**config.mk**
```make
export PLATFORM = sky130hd
export DESIGN_NAME = ldhz_stall_unit
export DESIGN_NICKNAME = d
export VERILOG_FILES = /design/src/rtl/ldhz_pkg.sv /design/src/rtl/ldhz_detect.sv /design/src/rtl/ldhz_idex_reg.sv /design/src/rtl/ldhz_stall_unit.sv
export SDC_FILE = /design/constraint.sdc
export NUM_CORES = 1
export LEC_CHECK = 0
export BUFFER_PORTS_ARGS = -buffer_cell sky130_fd_sc_hd__buf_2
export CELL_PAD_IN_SITES_DETAIL_PLACEMENT = 1
export CELL_PAD_IN_SITES_GLOBAL_PLACEMENT = 2
export CORE_MARGIN = 4
export CORE_UTILIZATION = 22
export CTS_CLUSTER_SIZE = 40
export DETAILED_ROUTE_END_ITERATION = 8
export MAX_ROUTING_LAYER = met4
export PLACE_DENSITY = 0.74
export SLEW_MARGIN = 20
export SYNTH_ARGS = -nofsm -noshare
export SYNTH_HDL_FRONTEND = slang
export SYNTH_HIERARCHICAL = 1
export SYNTH_SLANG_ARGS = --single-unit
```
**constraint.sdc**
```tcl
create_clock -name clk_i -period 2.13 [get_ports clk_i]
set_clock_uncertainty 0.1 [all_clocks]
set_input_delay 0.639 -clock clk_i [delete_from_list [all_inputs] [get_ports clk_i]]
set_output_delay 0.639 -clock clk_i [all_outputs]
set_load 0.02 [all_outputs]
```
**src/rtl/ldhz_pkg.sv**
```systemverilog
`timescale 1ns/1ps
package ldhz_pkg;

    localparam int CTRL_W = 8;

    typedef struct packed {
        logic       reg_wr;
        logic       mem_rd;
        logic       mem_wr;
        logic       mem_to_reg;
        logic       alu_imm;
        logic       dst_sel;
        logic [1:0] alu_op;
    } ex_ctrl_t;

    localparam ex_ctrl_t CTRL_NOP = '0;

    function automatic logic field_hit(input logic [31:0] a, input logic [31:0] b);
        return a == b;
    endfunction

endpackage

```
**src/rtl/ldhz_detect.sv**
```systemverilog
`timescale 1ns/1ps
module ldhz_detect #(
    parameter int AW = 5
) (
    input  logic          load_in_ex,
    input  logic [AW-1:0] load_dst,
    input  logic [AW-1:0] src_a,
    input  logic [AW-1:0] src_b,
    output logic          hazard
);
    import ldhz_pkg::*;

    logic [1:0] src_hit;
    logic [AW-1:0] srcs [2];

    assign srcs[0] = src_a;
    assign srcs[1] = src_b;

    for (genvar g = 0; g < 2; g++) begin : g_cmp
        assign src_hit[g] = field_hit(32'(srcs[g]), 32'(load_dst));
    end

    assign hazard = load_in_ex & (|src_hit);
endmodule

```
**src/rtl/ldhz_idex_reg.sv**
```systemverilog
`timescale 1ns/1ps
module ldhz_idex_reg #(
    parameter int AW = 5
) (
    input  logic               clk,
    input  logic               rst,
    input  logic               zero_ctrl,
    input  ldhz_pkg::ex_ctrl_t d_ctrl,
    input  logic [AW-1:0]      d_rt,
    output ldhz_pkg::ex_ctrl_t q_ctrl,
    output logic [AW-1:0]      q_rt
);
    import ldhz_pkg::*;

    always_ff @(posedge clk) begin
        if (rst) begin
            q_ctrl <= CTRL_NOP;
            q_rt   <= '0;
        end else begin
            q_ctrl <= zero_ctrl ? CTRL_NOP : d_ctrl;
            q_rt   <= d_rt;
        end
    end
endmodule

```
**src/rtl/ldhz_stall_unit.sv**
```systemverilog
`timescale 1ns/1ps
module ldhz_stall_unit #(
    parameter int AW = 5
) (
    input  logic                        clk_i,
    input  logic                        rst_i,
    input  logic [ldhz_pkg::CTRL_W-1:0] dec_ctrl_i,
    input  logic [AW-1:0]               dec_rs_i,
    input  logic [AW-1:0]               dec_rt_i,
    output logic                        pc_we_o,
    output logic                        ifid_we_o,
    output logic                        bubble_o,
    output logic [ldhz_pkg::CTRL_W-1:0] ex_ctrl_o,
    output logic [AW-1:0]               ex_rt_o
);
    import ldhz_pkg::*;

    ex_ctrl_t      ex_ctrl;
    logic [AW-1:0] ex_rt;
    logic          stall;

    ldhz_detect #(.AW(AW)) u_detect (
        .load_in_ex (ex_ctrl.mem_rd),
        .load_dst   (ex_rt),
        .src_a      (dec_rs_i),
        .src_b      (dec_rt_i),
        .hazard     (stall)
    );

    ldhz_idex_reg #(.AW(AW)) u_idex (
        .clk       (clk_i),
        .rst       (rst_i),
        .zero_ctrl (stall),
        .d_ctrl    (ex_ctrl_t'(dec_ctrl_i)),
        .d_rt      (dec_rt_i),
        .q_ctrl    (ex_ctrl),
        .q_rt      (ex_rt)
    );

    assign pc_we_o   = ~stall;
    assign ifid_we_o = ~stall;
    assign bubble_o  = stall;
    assign ex_ctrl_o = ex_ctrl;
    assign ex_rt_o   = ex_rt;
endmodule

```
Yosys cells after proc, flatten, opt, wreduce, memory -nomap -nowiden
Cells that the tools add are included.

Bits in registers: 13. Output and inout port bits: 16. Word-level logic and storage cells: 14.

Reductions and logical operators: 2. Eq/ne operators: 2. Bitwise gates (word level): 2.

Operators by type and width (count): 5-bit equality test (2); 2-bit OR reduction (2); 1-bit AND (1); 1-bit inverter (1).

Logic depth before layout (Yosys ltp)
Depth after elaboration: 4. Gate-level depth with buffers: 5. Gate-level depth less buffers: 4.

By module
The synthesis kept the hierarchy.

By module, submodules not included: ldhz_idex_reg (instances 1, cells an instance 28, area an instance 412.9 sq um); ldhz_detect (instances 1, cells an instance 15, area an instance 113.9 sq um); ldhz_stall_unit (instances 1, cells an instance 2, area an instance 11.3 sq um).

Worst setup path after synthesis
OpenSTA, ideal clock, no wires.

Path type: input to output. Start: in dec_rs_i[2]. End: out pc_we_o. Cell stages on the path: 5. Arrival: 1790 ps. Setup slack: -399 ps. Path buffers: 1. Path through: xnor2_1 nand4_1 o22ai_1 inv_1 buf_4.

Word-level cells in the longest chain between the ends: 4.

RTL lines: start: declaration (RTL line ldhz_stall_unit.sv:8) `input logic [AW-1:0] dec_rs_i,`; 5-bit equality test (RTL line ldhz_pkg.sv:19) `return a == b;`; 2-bit OR reduction (RTL line ldhz_detect.sv:23) `assign hazard = load_in_ex & (|src_hit);`; 1-bit AND (RTL line ldhz_detect.sv:23); via bubble_o (RTL line ldhz_stall_unit.sv:12) `output logic bubble_o,`; 1-bit inverter; end: declaration (RTL line ldhz_stall_unit.sv:10) `output logic pc_we_o,`.

The timed path passes the listed nets, and every way through them passes these cells.

Worst setup path after layout
Start: in dec_rs_i[1]. End: out pc_we_o.

Word-level cells in the longest chain between the ends: 4.

RTL lines: 5-bit equality test (RTL line ldhz_pkg.sv:19); 2-bit OR reduction (RTL line ldhz_detect.sv:23); 1-bit AND (RTL line ldhz_detect.sv:23); 1-bit inverter (RTL line ldhz_stall_unit.sv:40) `assign pc_we_o = ~stall;`.

No other way between the ends.

==> metrics.cfg <==
[run_status]
status = complete, but fails checks
violations = setup timing

[synthesis]
yosysTopAreaCellShare_pct = 48.37
synthTopCellsByCount = dfxtp_1 (13), xnor2_1 (10), nor3b_2 (8)
yosys.area_share.xor_xnor_pct = 16.28
yosys.area_share.simple_pct = 28.60
yosysSeqAreaShare_pct = 48.37
synthTopCellsByArea = dfxtp_1 (48%), nor3b_2 (19%), xnor2_1 (16%)
synthAdderAreaFrac_pct = 0
synth_top_flop_cell = dfxtp_1
synthCells = 45
yosysMostFrequentCell = dfxtp_1
syn_nets = 65
syn_area_um2 = 538.0
syn_avg_cell_area_um2 = 11.96
synth_compound_area_share_pct = 1.163
muxShareOfSynthArea_pct = 0
netlist.top_cell.by_area = dfxtp_1
ys_ff_latch = 13
synth_top_family_by_area = simple AND/OR/NAND/NOR gates
async_flop_share_pct = 0
yosysWarnings = 6
synth_enable_flop_cells = 0
synth_cell_types = 11

[die]
coreArea_mm2 = 0.002276
die_area_mm2 = 0.003301
ioPinCount = 36
die_h_um = 57.45
initial_utilization_pct = 23.64
die_w_um = 57.45
fp-row-count = 17

[placement]
place_inst = 107
hpwl_mm = 1.067
finalWeightedCongestion = 0.6236
io_buffers = 35

[hold_path]
hold_class = in2reg

[drt]
detail-route-antenna-nets = 0
first_iter_violations = 3
vias = 461
routed_wirelength_mm = 1.283
routed_via_density = 4.080
post_drt_wl_per_cell_um = 11.35
drc = 0
first_pass_iters = 2

[pwr]
power.leakage_uw = 0.0004224
ir_worst_vdd_uv = 397.2
power_density_mw_per_mm2 = 590.8
finalPower_uw = 529.3

[setup_path]
worstPathMaxFanout = 4
cp.depth = 6
critPathRequiredTime_ps = 1390
start_kind = input pin
worstSetupEndpoint = pc_we_o
timing.rr.end = u_idex/q_ctrl[2]
slowest_delay_ps = 220
critPathBufInv = 3
path_class = in2out
critPathSlowestCell = o22ai_4
crit_arrival_ps = 1440
worstPathCellList = buf_2 -> xnor2_2 -> nand4_1 -> o22ai_4 -> inv_2 -> buf_6
startpoint = dec_rs_i[1]
reg2reg_depth = 6
critPathCaptureType = primary output
rrSetupSlack_ps = 670
crit_family = buffers and inverters
r2r_start = u_idex/q_rt[0]

[clock_network]
cts_root_buffer = clkbuf_4
cts_tree = yes
clock_sinks = 13
cts_buffers = 3
clk_pin_slew_ps = 70
h-tree-depth = 1
cts_max_path_buffers = 2
insertion_delay_ps = 270

[timing]
tightest_slew_ps = 322.6
min_period_over_period_pct = 102.3
setup_ws_ps = -48.03
final-setup-viol-count = 3
tns_ps = -143.6
worst_slew_margin_rel_pct = 78.50
fmax_ghz = 0.4591
period_minus_slack_ps = 2178
rsz0062_at_grt = yes
maxSlewViolCount = 0
hold_viol = 0

[final_layout]
fin_cells = 113
antenna-diode-count = 0
final_nets = 106
area_growth_syn_to_layout_pct = 66.51
n_fill_cell = 272
drive_gt1_share_pct = 74.12

[global_routing]
antenna_found_initial = 0
grt-ovfl-total = 0
grt_max_degree = 14
grt_pass1_vias = 461
grt_pass1_wl_mm = 2.090
grt_use_total_pct = 8.940

[flow_run]
maxCapViolCount = 0

-- timing repair --
| action | CTS | global route |
|---|---|---|
| pin swaps | 1 | 4 |
| endpoints found under the setup margin | 3 | 3 |
| gates resized for setup | 1 | 13 |
| buffers inserted | 1 | 1 |
| hold buffers | 0 | 0 |
-- registers in the layout, summed over array words and instances, names as in the netlist --
| name | flops |
|---|---|
| u_idex/q_ctrl | 8 |
| u_idex/q_rt | 5 |
-- power by group --
| part | leakage (uW) | switching, uW | internal, uW |
|---|---|---|---|
| clock network | 0.0000150 | 73.8 | 72.5 |
| logic | 0.000298 | 51.8 | 62.9 |
| registers | 0.000109 | 11.0 | 257 |
-- logic make-up (layout without fill, tap and decap cells) --
| kind of cell | after synthesis | count (layout) |
|---|---|---|
| AND/OR/NAND/NOR | 17 | 17 |
| flip-flops | 13 | 13 |
| XOR/XNOR | 10 | 10 |
| buffers and inverters | 4 | 44 |
| AO/OA/AOI/OAI | 1 | 1 |
-- area by class of cell --
type | instances | area, um2 | area share (%)
Clock buffer | 4 | 26.28 | 2.933
Inverter | 1 | 3.754 | 0.4190
Multi-Input combinational cell | 28 | 332.8 | 37.15
Sequential cell | 13 | 264.0 | 29.47
Tap cell | 28 | 35.03 | 3.911
Timing Repair Buffer | 39 | 234.0 | 26.12
-- worst min-delay path by stage --
stage | startpoint | to | slack, ps | cells past startpoint
2_1_floorplan | rst_i | u_idex/q_rt[4] | 610 | 1
3_3_place_gp | u_idex/q_ctrl[6] | u_idex/q_ctrl[4] | 740 | 4
3_5_place_dp | u_idex/q_ctrl[6] | u_idex/q_ctrl[0] | 760 | 4
4_1_cts | dec_ctrl_i[3] | u_idex/q_ctrl[3] | 490 | 2
5_1_grt | dec_ctrl_i[3] | u_idex/q_ctrl[3] | 480 | 2
6_report | dec_rt_i[1] | u_idex/q_rt[1] | 500 | 2
-- stage by stage --
| stage | setup slack, ps | hold WS [ps] | util (%) | cell area (um2) |
|---|---|---|---|---|
| final | -48.03 | 500.4 | 39.36 | 895.9 |
| after global placement | -86.14 | 742.5 | 35.29 | 803.3 |
| after global routing | -123.2 | 480.1 | 39.36 | 895.9 |
| after floorplan | -31.99 | 610.6 | - | 608.1 |
| after CTS | -77.99 | 491.1 | 36.83 | 838.3 |
| after detailed placement | -75.84 | 760.5 | 35.29 | 803.3 |
-- per-layer routing --
metal	up-vias	GRT usage, %	routed length [um]
met5	-	-	0
met2	23	11.77	610
met4	0	3.974	18
li1	227	-	-
met3	5	5.204	127
met1	206	10.83	527
-- layout by cell type (no fill, tap or decap) --
master and n:
buf_6 3, clkbuf_4 3, nand4_1 2, nor2b_1 3, nand2_1 2, o22ai_4 1
clkbuf_1 1, dfxtp_1 10, xnor2_4 1, buf_2 31, buf_4 4, xnor2_2 7
inv_2 1, nor3b_2 8, xnor2_1 2, and2b_1 2, dfxtp_2 3, buf_8 1
(Power assumes the default switching activity.)
